File: src/rtl/bkp_pkg.sv
package bkp_pkg;
  localparam int unsigned BKP_NUM_DEF    = 32;
  localparam int unsigned BKP_DATA_W_DEF = 32;
  localparam int unsigned BKP_BORDER_DEF = 10;

  typedef enum logic [1:0] {
    ACC_IDLE = 2'd0,
    ACC_OK   = 2'd1,
    ACC_DENY = 2'd2
  } acc_verdict_e;
endpackage

File: src/rtl/bkp_border.sv
module bkp_border #(
  parameter int unsigned NUM_REGS   = 32,
  parameter int unsigned BORDER_RST = 10,
  parameter int unsigned BW         = $clog2(NUM_REGS + 1)
) (
  input  logic          clk_i,
  input  logic          rst_ni,
  input  logic          we_i,
  input  logic          sec_i,
  input  logic [BW-1:0] val_i,
  output logic [BW-1:0] border_o,
  output logic          deny_o
);
  localparam logic [BW-1:0] MaxVal = BW'(NUM_REGS);
  localparam logic [BW-1:0] RstVal = BW'(BORDER_RST);

  logic [BW-1:0] border_q;
  logic [BW-1:0] clamped;

  assign clamped = (val_i > MaxVal) ? MaxVal : val_i;
  assign deny_o  = we_i && !sec_i;

  always_ff @(posedge clk_i or negedge rst_ni) begin
    if (!rst_ni)          border_q <= RstVal;
    else if (we_i && sec_i) border_q <= clamped;
  end

  assign border_o = border_q;

  AST_BRD_NS_HOLD: assert property (@(posedge clk_i) disable iff (!rst_ni)
    (we_i && !sec_i) |=> $stable(border_q));
  AST_BRD_LOAD: assert property (@(posedge clk_i) disable iff (!rst_ni)
    (we_i && sec_i && val_i <= MaxVal) |=> border_q == $past(val_i));
  AST_BRD_CLAMP: assert property (@(posedge clk_i) disable iff (!rst_ni)
    (we_i && sec_i && val_i > MaxVal) |=> border_q == MaxVal);
endmodule

File: src/rtl/bkp_access_check.sv
module bkp_access_check
  import bkp_pkg::*;
#(
  parameter int unsigned NUM_REGS = 32,
  parameter int unsigned AW       = $clog2(NUM_REGS),
  parameter int unsigned BW       = $clog2(NUM_REGS + 1)
) (
  input  logic          req_i,
  input  logic          sec_i,
  input  logic [AW-1:0] addr_i,
  input  logic [BW-1:0] border_i,
  output acc_verdict_e  verdict_o
);
  logic in_secure_zone;

  assign in_secure_zone = BW'(addr_i) < border_i;

  always_comb begin
    if (!req_i)                         verdict_o = ACC_IDLE;
    else if (sec_i || !in_secure_zone)  verdict_o = ACC_OK;
    else                                verdict_o = ACC_DENY;
  end
endmodule

File: src/rtl/bkp_reg_array.sv
module bkp_reg_array #(
  parameter int unsigned NUM_REGS = 32,
  parameter int unsigned DW       = 32,
  parameter int unsigned AW       = $clog2(NUM_REGS)
) (
  input  logic          clk_i,
  input  logic          por_ni,
  input  logic          clr_i,
  input  logic          we_i,
  input  logic [AW-1:0] addr_i,
  input  logic [DW-1:0] wdata_i,
  output logic [DW-1:0] rdata_o
);
  logic [NUM_REGS-1:0][DW-1:0] mem_q;

  for (genvar g = 0; g < NUM_REGS; g++) begin : g_reg
    logic hit;
    assign hit = we_i && (addr_i == AW'(g));
    always_ff @(posedge clk_i or negedge por_ni) begin
      if (!por_ni)    mem_q[g] <= '0;
      else if (clr_i) mem_q[g] <= '0;
      else if (hit)   mem_q[g] <= wdata_i;
    end
  end

  always_comb begin
    rdata_o = '0;
    for (int i = 0; i < NUM_REGS; i++)
      if (addr_i == AW'(i)) rdata_o = mem_q[i];
  end

  AST_TAMPER_CLR: assert property (@(posedge clk_i) disable iff (!por_ni)
    clr_i |=> mem_q == '0);
  AST_NO_WR_HOLD: assert property (@(posedge clk_i) disable iff (!por_ni)
    (!we_i && !clr_i) |=> $stable(mem_q));
endmodule

File: src/rtl/bkp_secure_bank.sv
module bkp_secure_bank
  import bkp_pkg::*;
#(
  parameter int unsigned NUM_REGS   = BKP_NUM_DEF,
  parameter int unsigned DATA_W     = BKP_DATA_W_DEF,
  parameter int unsigned BORDER_RST = BKP_BORDER_DEF,
  localparam int unsigned AW        = $clog2(NUM_REGS),
  localparam int unsigned BW        = $clog2(NUM_REGS + 1)
) (
  input  logic              clk_i,
  input  logic              rst_ni,
  input  logic              por_ni,
  input  logic              tamper_i,
  input  logic              req_i,
  input  logic              we_i,
  input  logic              sec_i,
  input  logic [AW-1:0]     addr_i,
  input  logic [DATA_W-1:0] wdata_i,
  output logic [DATA_W-1:0] rdata_o,
  output logic              err_o,
  input  logic              brd_we_i,
  input  logic              brd_sec_i,
  input  logic [BW-1:0]     brd_val_i,
  output logic [BW-1:0]     border_o
);
  logic              sys_rst_n;
  logic [BW-1:0]     border;
  logic              brd_deny;
  acc_verdict_e      verdict;
  logic              arr_we;
  logic [DATA_W-1:0] arr_rdata;
  logic [DATA_W-1:0] rdata_q;
  logic              err_q;

  // border and outputs fall back on either reset; data only on power-on
  assign sys_rst_n = rst_ni & por_ni;

  bkp_border #(
    .NUM_REGS  (NUM_REGS),
    .BORDER_RST(BORDER_RST),
    .BW        (BW)
  ) u_border (
    .clk_i   (clk_i),
    .rst_ni  (sys_rst_n),
    .we_i    (brd_we_i),
    .sec_i   (brd_sec_i),
    .val_i   (brd_val_i),
    .border_o(border),
    .deny_o  (brd_deny)
  );

  bkp_access_check #(
    .NUM_REGS(NUM_REGS),
    .AW      (AW),
    .BW      (BW)
  ) u_check (
    .req_i    (req_i),
    .sec_i    (sec_i),
    .addr_i   (addr_i),
    .border_i (border),
    .verdict_o(verdict)
  );

  assign arr_we = we_i && (verdict == ACC_OK);

  bkp_reg_array #(
    .NUM_REGS(NUM_REGS),
    .DW      (DATA_W),
    .AW      (AW)
  ) u_array (
    .clk_i  (clk_i),
    .por_ni (por_ni),
    .clr_i  (tamper_i),
    .we_i   (arr_we),
    .addr_i (addr_i),
    .wdata_i(wdata_i),
    .rdata_o(arr_rdata)
  );

  always_ff @(posedge clk_i or negedge sys_rst_n) begin
    if (!sys_rst_n) begin
      rdata_q <= '0;
      err_q   <= 1'b0;
    end else begin
      rdata_q <= (verdict == ACC_OK && !we_i) ? arr_rdata : '0;
      err_q   <= (verdict == ACC_DENY) || brd_deny;
    end
  end

  assign rdata_o  = rdata_q;
  assign err_o    = err_q;
  assign border_o = border;

  AST_NS_RD_DENY: assert property (@(posedge clk_i) disable iff (!sys_rst_n)
    (req_i && !we_i && !sec_i && (BW'(addr_i) < border_o)) |=> (err_o && rdata_o == '0));
  AST_SEC_NO_ERR: assert property (@(posedge clk_i) disable iff (!sys_rst_n)
    (req_i && sec_i && !(brd_we_i && !brd_sec_i)) |=> !err_o);
  AST_ERR_PULSE: assert property (@(posedge clk_i) disable iff (!sys_rst_n)
    (!req_i && !brd_we_i) |=> !err_o);
  AST_NS_OPEN_OK: assert property (@(posedge clk_i) disable iff (!sys_rst_n)
    (req_i && !sec_i && (BW'(addr_i) >= border_o) && !brd_we_i) |=> !err_o);
endmodule

File: config.mk
export PLATFORM = sky130hd
export DESIGN_NAME = bkp_secure_bank
export DESIGN_NICKNAME = d
export VERILOG_FILES = /design/src/rtl/bkp_pkg.sv /design/src/rtl/bkp_border.sv /design/src/rtl/bkp_access_check.sv /design/src/rtl/bkp_reg_array.sv /design/src/rtl/bkp_secure_bank.sv
export SDC_FILE = /design/constraint.sdc
export NUM_CORES = 2
export LEC_CHECK = 0
export CAP_MARGIN = 20
export CORE_MARGIN = 2
export CORE_UTILIZATION = 30
export CTS_CLUSTER_SIZE = 30
export DETAILED_ROUTE_END_ITERATION = 16
export PLACE_DENSITY = 0.41
export SLEW_MARGIN = 20
export SYNTH_ARGS = -nofsm -noshare
export SYNTH_HDL_FRONTEND = slang
export SYNTH_SLANG_ARGS = --single-unit
export TNS_END_PERCENT = 50
File: constraint.sdc
create_clock -name clk_i -period 3.6 [get_ports clk_i]
set_clock_uncertainty 0.2 [all_clocks]
set_input_delay 0.72 -clock clk_i [delete_from_list [all_inputs] [get_ports clk_i]]
set_output_delay 0.72 -clock clk_i [all_outputs]
set_load 0.02 [all_outputs]
==> impl_metrics.ini <==
[clock_network]
clock-sinks = 1063
tritoncts = yes
cts_resized = 0
cts.reportedPaths.clkPinSlew_ps = 60
htreeDepth = 4
cts.path.max_buffers = 3
cts_made_buffers = 135
cts_root_buf = clkbuf_16
clkLatencyLatePin_ps = 800

[detailed_routing]
vias_per_cell = 5.65
drt_first_iter_violations = 6318
wl_per_cell_um = 31.3
dr.pass1.iters = 7
routed_wl_mm = 266
antenna_left = 0
drc = 0
num_vias = 48000

[place]
io_buffers = 90
dpl.hpwl_mm = 177
dp_cells = 8253
dpl-instance-area_um2 = 59200
finalWeightedCongestion = 0.892
pre_cts_ws_ps = -108

[logic_synthesis]
syn_inst = 5939
netlist_area_um2 = 51200
synth_ff_type = dfrtp_1
synthesis.nets = 5995
synthAdderAreaFrac_pct = 0.0977
synth_seq_area_share_pct = 51.9
synth_edf_count = 0
synth-xor-area-share_pct = 0.0171
synth-compound-area-share_pct = 18.8
synth.distinct_cells = 96
async_flop_share_pct = 100
synthMuxAreaShare_pct = 3.74
syn_area_per_cell_um2 = 8.62
synth_top_family_by_area = simple AND/OR/NAND/NOR gates
synth_warnings = 0
synth_seq_cells = 1063
synth-simple-area-share_pct = 20.0

[die]
fp.dieH_um = 417
row_count = 151
start_util_pct = 30.2
coreArea_um2 = 169000
die_area_um2 = 174000
dieWidth_um = 417
io_pins = 91

[timing]
relSlewSlack_pct = 23.4
setup_viol = 0
setup_slack_ps = 470
slew_viol_final = 0
period_share_pct = 87.0
hold_viol_final = 0
worst_slew_pin_slew_ps = 1150
finalCriticalPeriod_ps = 3130
clock.fmax_mhz = 319
rsz0062_at_grt = no

[grt]
grt_overflow = 0
grt_max_degree = 123
grt_pass1_wl_mm = 374
grt_pass1_vias = 46500
grtUsageTotal_pct = 30.1
antenna_found_initial = 21

[critical_path]
cp-end-kind = primary output
cp_slowest_cell = clkdlybuf4s50_1
crit_required_ps = 2680
slowest_delay_ps = 720
path_class = flop to primary output
start_kind = flop
cp_max_fo = 1
worstPathArrival_ps = 2210
worstPathBufferInverterCount = 1
path_cells = clkdlybuf4s50_1
cp_top_family = buffers and inverters

[power]
report.power.total_mw = 28.3
p_per_area_nw_per_um2 = 446
leakagePower_nw = 26.9
vdd_drop_max_uv = 452

[finish]
area_delta_synth_final_pct = 24.2
nets = 6229
final_area_um2 = 63600
drive_gt1_share_pct = 15.0
fin_cells = 8494

[flow_run]
maxCapViolCount = 0

[outcome]
status = complete, no violations

[worst_hold_path]
hold_class = input port to flop
-- registers in the layout, summed over array words and instances, names as in the netlist --
name,count
u_border.border_o,6
u_array.mem_q,1024
rdata_o,32
err_o,1
-- final timing paths --
kind                                       from              endpoint  slack, ps  depth (start not counted)
max                                 rdata_o[23]           rdata_o[23]        470                          1
min                                    tamper_i    u_array.mem_q[948]        200                          2
max reg2reg                u_border.border_o[3]     u_array.mem_q[70]        520                          9
min reg2reg                u_border.border_o[1]  u_border.border_o[1]        300                          2
max in group asynchronous                por_ni  u_border.border_o[3]       1580                          4
min in group asynchronous                por_ni    u_array.mem_q[982]        290                          2
-- per-layer routing --
metal	share of wire (%)	up-vias	GRT usage, %
met5	0.024	-	0
met4	3.5	10	10.1
met3	7.3	426	5.21
met2	45	2115	46.5
met1	44	24700	42.5
li1	-	20800	-
-- cell usage after synthesis (14+ instances only) --
| master | number | share of area, % |
|---|---|---|
| a21oi_1 | 1030 | 10 |
| a221oi_1 | 57 | 0.97 |
| a22o_1 | 34 | 0.58 |
| a22oi_1 | 170 | 2.5 |
| and3_1 | 39 | 0.48 |
| buf_2 | 216 | 2.1 |
| buf_4 | 36 | 0.53 |
| clkbuf_1 | 313 | 2.3 |
| dfrtp_1 | 1061 | 52 |
| inv_1 | 24 | 0.18 |
| mux2i_1 | 178 | 3.5 |
| nand2_1 | 1913 | 14 |
| nand2b_1 | 28 | 0.34 |
| nand3_1 | 65 | 0.64 |
| nand4_1 | 43 | 0.53 |
| nor2_1 | 210 | 1.5 |
| nor3_1 | 39 | 0.38 |
| o211ai_1 | 19 | 0.28 |
| o21ai_0 | 76 | 0.74 |
| o22ai_1 | 47 | 0.57 |
| o2bb2ai_1 | 26 | 0.44 |
| o32ai_1 | 14 | 0.24 |
-- kinds of logic (layout without fill, tap and decap cells) --
kind of cell / after synthesis / count (layout)
other: 0 / 4
adders and majority gates: 4 / 4
xor gates and xnor gates: 1 / 1
buffers and inverters: 605 / 938
DFF: 1063 / 1063
muxes: 190 / 190
and+or+nand+nor: 2460 / 2460
AOI/OAI and AO/OA: 1616 / 1616
-- placed cells by master, fill, tap and decap left out, types with 17 or more instances in the layout --
cell type,n
clkbuf_8,20
buf_12,174
nor3_1,39
o22ai_1,47
inv_1,23
a21oi_1,1030
o2bb2ai_1,26
clkbuf_1,37
nand2b_1,26
o21ai_0,76
clkbuf_16,139
clkdlybuf4s50_1,76
nand3_2,27
mux2i_1,178
clkinv_2,17
a221oi_1,57
nor2_4,23
nand4_1,43
dfrtp_1,1061
nor2_1,202
a22o_1,34
buf_4,414
nand3_1,39
o211ai_1,19
and3_1,24
a22oi_1,170
nand2_1,1912
-- power by group --
part	total, mW	switching [mW]	leakage, nW	internal (mW)
Combinational	2.44	1.77	9.92	0.664
Clock	13.9	5.66	2.15	8.19
Sequential	12.1	0.0455	14.8	12.0
-- final cells by class --
class	instances	area [um2]
sequential	1063	26600
antenna	4	10.0
multi-input combinational	4271	22300
inverter	24	90.1
tap	2218	2780
clock inverter	41	518
timing repair buffer	678	7460
clock buffer	195	3880
fill	17100	106000
-- stage by stage --
step	TNS, ps	hold slack [ps]	util, %
floorplan	0	224	-
global placement	-592	284	34.9
detailed placement	-536	289	34.9
CTS	0	148	37.5
global route	0	182	37.5
finish	0	196	37.5
-- worst reg2reg max path, delay by kind of cell (launching register included) --
family	cells	cell delay (ps)
buffers and inverters	3	560
flip-flops	1	550
AO/OA/AOI/OAI	3	680
adder cells (fa/ha/maj)	1	270
AND/OR/NAND/NOR	2	740
-- what timing repair did --
item,CTS,global route
endpoints found under the setup margin,0,0
hold buffers,1,0
hold endpoints to repair,18,0
buffers inserted,0,0
No activity file was read; power rests on OpenSTA's default activity.
